File: config.mk
export PLATFORM = sky130hd
export DESIGN_NAME = quad_mixer
export DESIGN_NICKNAME = d
export VERILOG_FILES = /design/src/rtl/qmod_pkg.sv /design/src/rtl/qmod_mul_stage.sv /design/src/rtl/qmod_profile_pick.sv /design/src/rtl/qmod_combine_sat.sv /design/src/rtl/quad_mixer.sv
export SDC_FILE = /design/constraint.sdc
export NUM_CORES = 2
export LEC_CHECK = 0
export BUFFER_PORTS_ARGS = -buffer_cell sky130_fd_sc_hd__buf_2
export CAP_MARGIN = 20
export CORE_ASPECT_RATIO = 1.5
export CORE_MARGIN = 4
export CORE_UTILIZATION = 30
export DETAILED_ROUTE_END_ITERATION = 16
export PLACE_DENSITY = 0.47
export RECOVER_POWER = 100
export SLEW_MARGIN = 20
export SYNTH_ARGS = -nofsm -noshare
export SYNTH_HDL_FRONTEND = slang
export SYNTH_SLANG_ARGS = --single-unit
File: constraint.sdc
create_clock -name clk -period 18.36 [get_ports clk]
set_clock_uncertainty 0.05 [all_clocks]
set_input_delay 3.672 -clock clk [delete_from_list [all_inputs] [get_ports clk]]
set_output_delay 3.672 -clock clk [all_outputs]
set_load 0.02 [all_outputs]
File: src/rtl/qmod_pkg.sv
package qmod_pkg;

   typedef enum logic [0:0] {
      RND_TRUNC   = 1'b0,
      RND_HALF_UP = 1'b1
   } qmod_round_e;

endpackage

File: src/rtl/qmod_mul_stage.sv
module qmod_mul_stage #(
   parameter int A_W = 16,
   parameter int B_W = 16,
   localparam int P_W = A_W + B_W
) (
   input  logic                  clk,
   input  logic                  rst,
   input  logic signed [A_W-1:0] a_in,
   input  logic signed [B_W-1:0] b_in,
   output logic signed [P_W-1:0] prod_q
);

   logic signed [P_W-1:0] a_ext;
   logic signed [P_W-1:0] b_ext;
   logic signed [P_W-1:0] prod_d;

   always_comb begin
      a_ext  = P_W'(a_in);
      b_ext  = P_W'(b_in);
      prod_d = a_ext * b_ext;
   end

   always_ff @(posedge clk) begin
      if (rst) prod_q <= '0;
      else     prod_q <= prod_d;
   end

   // full-precision product of the operands of the previous cycle
   assert_full_prod_R5: assert property (@(posedge clk) disable iff (rst)
      !rst |=> (prod_q == P_W'($past(a_in)) * P_W'($past(b_in))));

endmodule

File: src/rtl/qmod_profile_pick.sv
module qmod_profile_pick #(
   parameter int NUM_PROF = 4,
   localparam int SEL_W = (NUM_PROF > 1) ? $clog2(NUM_PROF) : 1
) (
   input  logic                clk,
   input  logic                rst,
   input  logic [SEL_W-1:0]    sel,
   input  logic [NUM_PROF-1:0] inv_bits,
   output logic                inv_q
);

   generate
      if (NUM_PROF == 1) begin : g_single
         always_ff @(posedge clk) begin
            if (rst) inv_q <= 1'b0;
            else     inv_q <= inv_bits[0];
         end
      end else begin : g_multi
         always_ff @(posedge clk) begin
            if (rst) inv_q <= 1'b0;
            else     inv_q <= inv_bits[sel];
         end

         // the bit chosen with a sample travels beside it
         assert_prof_align_R8: assert property (@(posedge clk) disable iff (rst)
            !rst |=> (inv_q == $past(inv_bits[sel])));
      end
   endgenerate

endmodule

File: src/rtl/qmod_combine_sat.sv
module qmod_combine_sat
   import qmod_pkg::*;
#(
   parameter int          PROD_W  = 32,
   parameter int          OUT_W   = 16,
   parameter int          FRAC    = 15,
   parameter qmod_round_e RND     = RND_HALF_UP,
   localparam int         SUM_W   = PROD_W + 2
) (
   input  logic                     clk,
   input  logic                     rst,
   input  logic signed [PROD_W-1:0] p_ic,
   input  logic signed [PROD_W-1:0] p_qs,
   input  logic                     add_qs,
   output logic signed [OUT_W-1:0]  y_q
);

   localparam logic signed [SUM_W-1:0] MAXV =
      {{(SUM_W-OUT_W+1){1'b0}}, {(OUT_W-1){1'b1}}};
   localparam logic signed [SUM_W-1:0] MINV =
      {{(SUM_W-OUT_W+1){1'b1}}, {(OUT_W-1){1'b0}}};

   logic signed [SUM_W-1:0] ic_ext;
   logic signed [SUM_W-1:0] qs_ext;
   logic signed [SUM_W-1:0] comb_sum;
   logic signed [SUM_W-1:0] biased;
   logic signed [SUM_W-1:0] scaled;
   logic signed [OUT_W-1:0] y_d;

   always_comb begin
      ic_ext   = SUM_W'(p_ic);
      qs_ext   = SUM_W'(p_qs);
      comb_sum = add_qs ? (ic_ext + qs_ext) : (ic_ext - qs_ext);
   end

   generate
      if (RND == RND_HALF_UP) begin : g_round
         localparam logic signed [SUM_W-1:0] HALF = SUM_W'(1) <<< (FRAC - 1);
         always_comb biased = comb_sum + HALF;
      end else begin : g_trunc
         always_comb biased = comb_sum;
      end
   endgenerate

   always_comb begin
      scaled = biased >>> FRAC;
      if (scaled > MAXV)      y_d = MAXV[OUT_W-1:0];
      else if (scaled < MINV) y_d = MINV[OUT_W-1:0];
      else                    y_d = scaled[OUT_W-1:0];
   end

   always_ff @(posedge clk) begin
      if (rst) y_q <= '0;
      else     y_q <= y_d;
   end

   // an over-range result holds at the positive limit
   assert_clip_hi_R6: assert property (@(posedge clk) disable iff (rst)
      (scaled > MAXV) |=> (y_q == MAXV[OUT_W-1:0]));

   // an under-range result holds at the negative limit
   assert_clip_lo_R7: assert property (@(posedge clk) disable iff (rst)
      (scaled < MINV) |=> (y_q == MINV[OUT_W-1:0]));

   // identical operands with opposite products cancel when subtracted
   assert_cancel_R1: assert property (@(posedge clk) disable iff (rst)
      (!add_qs && p_ic == p_qs) |=> (y_q == '0));

endmodule

File: src/rtl/quad_mixer.sv
module quad_mixer
   import qmod_pkg::*;
#(
   parameter int          SAMPLE_W = 16,
   parameter int          CARR_W   = 16,
   parameter int          OUT_W    = 16,
   parameter int          NUM_PROF = 4,
   parameter qmod_round_e RND      = RND_HALF_UP,
   localparam int         PROD_W   = SAMPLE_W + CARR_W,
   localparam int         FRAC     = CARR_W - 1,
   localparam int         SEL_W    = (NUM_PROF > 1) ? $clog2(NUM_PROF) : 1
) (
   input  logic                       clk,
   input  logic                       rst,
   input  logic signed [SAMPLE_W-1:0] i_smp,
   input  logic signed [SAMPLE_W-1:0] q_smp,
   input  logic signed [CARR_W-1:0]   cos_smp,
   input  logic signed [CARR_W-1:0]   sin_smp,
   input  logic [SEL_W-1:0]           prof_sel,
   input  logic [NUM_PROF-1:0]        inv_bits,
   output logic signed [OUT_W-1:0]    mod_out
);

   generate
      if (SAMPLE_W < 2 || CARR_W < 2) begin : g_bad_width
         $error("quad_mixer: sample and carrier widths must be at least 2");
      end
      if (OUT_W < 2 || OUT_W > PROD_W) begin : g_bad_out
         $error("quad_mixer: OUT_W must lie between 2 and the product width");
      end
      if (NUM_PROF < 1 || (NUM_PROF & (NUM_PROF - 1)) != 0) begin : g_bad_prof
         $error("quad_mixer: NUM_PROF must be a power of two");
      end
   endgenerate

   logic signed [PROD_W-1:0] prod_ic;
   logic signed [PROD_W-1:0] prod_qs;
   logic                     add_qs;

   qmod_mul_stage #(.A_W(SAMPLE_W), .B_W(CARR_W)) u_mul_i (
      .clk    (clk),
      .rst    (rst),
      .a_in   (i_smp),
      .b_in   (cos_smp),
      .prod_q (prod_ic)
   );

   qmod_mul_stage #(.A_W(SAMPLE_W), .B_W(CARR_W)) u_mul_q (
      .clk    (clk),
      .rst    (rst),
      .a_in   (q_smp),
      .b_in   (sin_smp),
      .prod_q (prod_qs)
   );

   qmod_profile_pick #(.NUM_PROF(NUM_PROF)) u_prof (
      .clk      (clk),
      .rst      (rst),
      .sel      (prof_sel),
      .inv_bits (inv_bits),
      .inv_q    (add_qs)
   );

   qmod_combine_sat #(
      .PROD_W (PROD_W),
      .OUT_W  (OUT_W),
      .FRAC   (FRAC),
      .RND    (RND)
   ) u_comb (
      .clk    (clk),
      .rst    (rst),
      .p_ic   (prod_ic),
      .p_qs   (prod_qs),
      .add_qs (add_qs),
      .y_q    (mod_out)
   );

   // reset clears the output on the following clock
   assert_reset_zero_R9: assert property (@(posedge clk)
      rst |=> (mod_out == '0));

   // zero operands two clocks back give a zero output
   assert_latency_R4: assert property (@(posedge clk) disable iff (rst)
      (i_smp == '0 && q_smp == '0) |=> ##1 (rst || $past(rst) || mod_out == '0));

endmodule

# Word-level counts from Yosys, hierarchy flattened

Index checks and enable logic that the tools add are counted.

Register bits: 81
Bits of input ports: 72
Output and inout bits: 16
Word-level logic and storage cells: 19

Add/subtract/negate cells: 3
Multipliers: 2
$lt $le $gt $ge: 3
Muxes and demuxes: 5
Reduce and logical (&&, ||, !) cells: 1

Operators by type and width:

| operator               | count |
|---|---|
| $mul 16x16->32         | 2 |
| $add 34x16->34 const B | 1 |
| $mux 34                | 1 |
| $add 32x32->33         | 1 |
| $sub 32x32->33         | 1 |
| $gt 19x16->1 const B   | 1 |
| $lt 19x16->1 const B   | 1 |
| $mux 16                | 1 |
| $mux 15                | 1 |
| $lt 2x3->1 const B     | 1 |
| $bmux 1 s2             | 1 |
| $reduce_or 2->1        | 1 |
| $mux 1                 | 1 |

# Logic depth before layout (Yosys ltp)

Word-level depth: 6
Gate-level depth with buffers: 26
Depth with buffers taken out: 25

# Hierarchy

From an unflattened synthesis, not the netlist that was laid out.

Cell total of the unflattened synthesis: 2,818
Area total of the unflattened synthesis: 24,917.6 µm²

By module, submodules not included:

| module                    | instances | cells each | area each (µm²) | sequential area each (µm²) |
|---|---|---|---|---|
| qmod_mul_stage at u_mul_i | 1         | 1,177      | 10,756.6        | 640.6 |
| qmod_mul_stage at u_mul_q | 1         | 1,126      | 10,513.8        | 640.6 |
| qmod_combine_sat          | 1         | 512        | 3,590.9         | 320.3 |
| qmod_profile_pick         | 1         | 3          | 56.3            | 20.0 |

# Worst setup path before layout

No wires, ideal clock.

Path kind: input -> register
Start: input port i_smp[10]
End: register u_mul_i.prod_q[31]
Setup time: 0.128 ns
Arrival: 9.815 ns
Data required time: 18.182 ns
Setup slack: 8.367 ns
Stages: 25
Buffers on the path: 1
Cells stage by stage: clkbuf_1 > nand2_1 > fa_1 > inv_1 > fa_1 > inv_1 > fa_1 > fa_1 > inv_1 > fa_1 > inv_1 > fa_1 > inv_1 > ha_1 > a21o_1 > a21oi_1 > nand2_1 > a41oi_1 > nor3_1 > o41a_1 > a41o_1 > o41ai_1 > o21ai_0 > xnor2_1 > nor2_1

Cells in the longest elaborated chain, start to end: 1

RTL lines:

| item                 | line                 | source |
|---|---|---|
| from (decl)          | quad_mixer.sv:15     | `input logic signed [SAMPLE_W-1:0] i_smp,` |
| $mul 16x16->32       | qmod_mul_stage.sv:20 | `prod_d = a_ext * b_ext;` |
| to (signal assigned) | qmod_mul_stage.sv:25 | `else prod_q <= prod_d;` |
| to (decl)            | qmod_mul_stage.sv:10 | `output logic signed [P_W-1:0] prod_q` |

Every way passes these cells.
A chain may end at the register's enable or synchronous reset.

# Worst setup path in the final report

Start: input port i_smp[3]
End: register u_mul_i.prod_q[31]

The elaborated chain is that of the path after synthesis.

==> metrics.md <==
| Metric | Value |
|---|---|
| Total track usage | `15.9%` |
| Via count | `17600` |
| Layout fillers | `approximately 8400` |
| Slew Limit Fails | `about 40` |
| Routed WL | `between 60000 and 70000 um` |
| Slowest CP cell | `clkbuf_1` |
| Detailed-route DRC error count | `0` |
| Rel. slew slack | `-7.82%` |
| Final Hold Vio Count | `0` |
| Antenna violations before repair | `1` |
| Dpl hpwl | `56700 um` |
| Worst-Margin Slew | `1620 ps` |
| Multi-input combinational cell area | `just under 0.02 mm2` |
| Seq cells post-synth | `81` |
| Status | `complete, but fails checks` |
| Pin count of the biggest net entering global routing | `41` |
| Pre-CTS WS | `7700 ps` |
| Failing checks | `max-capacitance violations, max-slew violations` |
| Fraction of layout cells with a size suffix above 1 | `4.14%` |
| Initial Util | `30.4%` |
| First-pass GRT wire length | `107000 um` |
| YS warnings | `0` |
| Mapped cell area | `~0.024 mm2` |
| Netlist cell types | `69` |
| Storage element area | `0.00162 mm2` |
| Post-layout util | `32.5%` |
| Worst setup margin | `7930 ps` |
| Setup TNS | `0 ps` |
| Startpoint types | `input pin` |
| Synth async-reset ratio | `0%` |
| IO Count | `88` |
| Min Tclk post-route | `~10000 ps` |
| DRT antenna net count | `0` |
| Worst Setup Path Type | `in -> reg` |
| Chip width | `239 um` |
| # hold bufs at CTS | `0` |
| WL per Instance | `about 17 um` |
| H-tree depth | `3` |
| DR iter-0 viols | `between 700 and 800` |
| CTS Sinks | `slightly above 80` |
| CP peak stage delay | `just under 700 ps` |
| # Post-CTS Setup Buffers | `0` |
| RSZ-0062 raised after global routing | `false` |
| Port Buf Inserts | `slightly below 90` |
| CP top delay family | `adder cells` |
| Final Wtd Congestion | `0.899` |
| Hold WC Path Type | `reg -> reg` |
| Arrival time of the worst setup path | `~11000 ps` |
| Critical Path Fanout Max | `16` |
| Post-layout nets | `~3500` |
| Register area share after synthesis | `a little under 7%` |
| Layout area overhead | `6.97%` |
| Via density | `about 4.7` |
| Core Area | `just under 0.08 mm2` |
| Number of flops mapped to enable cells by yosys | `0` |
| Total gr overflow | `0` |
| Clock Tree Root | `clkbuf_16` |
| Die area | `0.0849 mm2` |
| Clock Latency Late Sink | `360 ps` |
| Peak Freq | `about 96 MHz` |
| Max-cap viol count | `1` |
| Top_reg_cell synth | `dfxtp_1` |
| Mean Syn Cell Area | `approximately 9.0 um2` |
| Router iterations before antenna repair | `7` |
| CP Capture Type | `flip-flop` |
| Core Rows | `between 100 and 150` |
| CTS resizes | `0` |
| CTS tree | `built` |
| Number of global-route vias before repair | `about 20000` |
| Final worst-path cycle share | `56.8%` |
| Clk buf depth | `2` |
| CTS Buf Count | `9` |
| Worst EP required | `about 19000 ps` |
| Final setup violation count | `0` |
| WP buf/inv | `6` |
| Die height | `about 350 um` |
| Reg clk slew, reported paths | `70 ps` |
| Cell count after synthesis | `between 2000 and 3000` |
| # diodes | `0` |
| Syn_nets | `3473` |
## state kept, by name (all words and copies together) (netlist names)
register / count
u_mul_i.prod_q: 32
u_mul_q.prod_q: 32
u_comb.y_q: 16
u_prof.inv_q: 1
## worst min-delay path, stage by stage (launching register included)
cell and delay (ps):
dfxtp_1 350, ha_1 270, xor2_1 120, o21bai_1 230
## layer usage
layer | track usage, % | part of all wire, % | up-vias
li1 | - | - | 8163
met3 | 1.16 | 2.9 | 116
met4 | 5.95 | 4.4 | 0
met1 | 17.7 | 37 | 8970
met5 | 0 | 0 | -
met2 | 31.1 | 55 | 356
## metrics by stage
stage	instances	cell area, um2	hold WS [ps]
after detailed placement	3711	25500	977
final	3727	25700	973
after global placement	3711	25500	985
after floorplan	2680	24100	651
after global routing	3727	25700	1020
after CTS	3727	25800	990
## layout by cell type (no fill, tap or decap), types with 4 or more instances in the layout
cell type and instances:
a211oi_1 11, a21o_1 33, a21oi_1 85, a31oi_1 12, and2_0 4, and2_1 207
buf_2 68, clkbuf_1 21, clkbuf_16 9, dfxtp_1 81, fa_1 524, ha_1 197
inv_1 583, nand2_1 327, nand2b_1 43, nand3_1 20, nand4_1 12, nor2_1 108
nor2b_1 17, nor3_1 37, nor4_1 8, o211ai_1 4, o21a_1 12, o21ai_0 43
o21bai_1 13, o21bai_2 7, o22ai_1 4, o31a_1 4, o31ai_1 9, or2_2 4
or3_1 10, xnor2_1 65, xor2_1 54
## final timing paths
path | slack [ps] | from | cells after the start | end
worst max-delay path | 7930 | i_smp[3] | 25 | u_mul_i.prod_q[31]
worst min register to register | 970 | u_mul_i.prod_q[18] | 3 | u_comb.y_q[3]
worst min-delay path | 970 | u_mul_i.prod_q[18] | 3 | u_comb.y_q[3]
worst max register to register | 10860 | u_mul_q.prod_q[3] | 18 | u_comb.y_q[6]
## synthesized netlist by cell type (all sizes together), types with 17 or more instances
cell | count | share of area [%]
a21oi | 85 | 1.8
ha | 197 | 10
o21bai | 20 | 0.78
nand2b | 43 | 1.1
nor2 | 108 | 1.7
nand2 | 327 | 5.1
nand3 | 20 | 0.42
nor2b | 17 | 0.44
inv | 583 | 9.1
fa | 524 | 44
dfxtp | 81 | 6.7
nor3 | 39 | 0.86
o21ai | 44 | 0.92
xnor2 | 65 | 2.4
a21o | 33 | 1.0
clkbuf | 80 | 1.2
and2 | 211 | 5.5
xor2 | 54 | 2.0
## cell type report
cell class / count / share of cell area [%]
Timing Repair Buffer: 91 / 1.69
Clock inverter: 7 / 0.379
Multi-Input combinational cell: 1932 / 77.3
Sequential cell: 81 / 6.30
Inverter: 583 / 8.51
Tap cell: 1024 / 4.98
Clock buffer: 9 / 0.875
## cell families (layout without fill, tap and decap cells)
group | after synthesis | after routing | synth area share [%]
AND/OR/NAND/NOR | 820 | 820 | 16.7
adder cells (fa/ha/maj) | 721 | 721 | 53.9
buffers and inverters | 667 | 690 | 10.5
AO/OA/AOI/OAI | 269 | 269 | 7.63
XOR/XNOR | 119 | 119 | 4.36
flip-flops | 81 | 81 | 6.74
multiplexers | 3 | 3 | 0.187
Power is not shown: default switching activity piles up to over one toggle a cycle in this logic, so the estimate is an artifact.
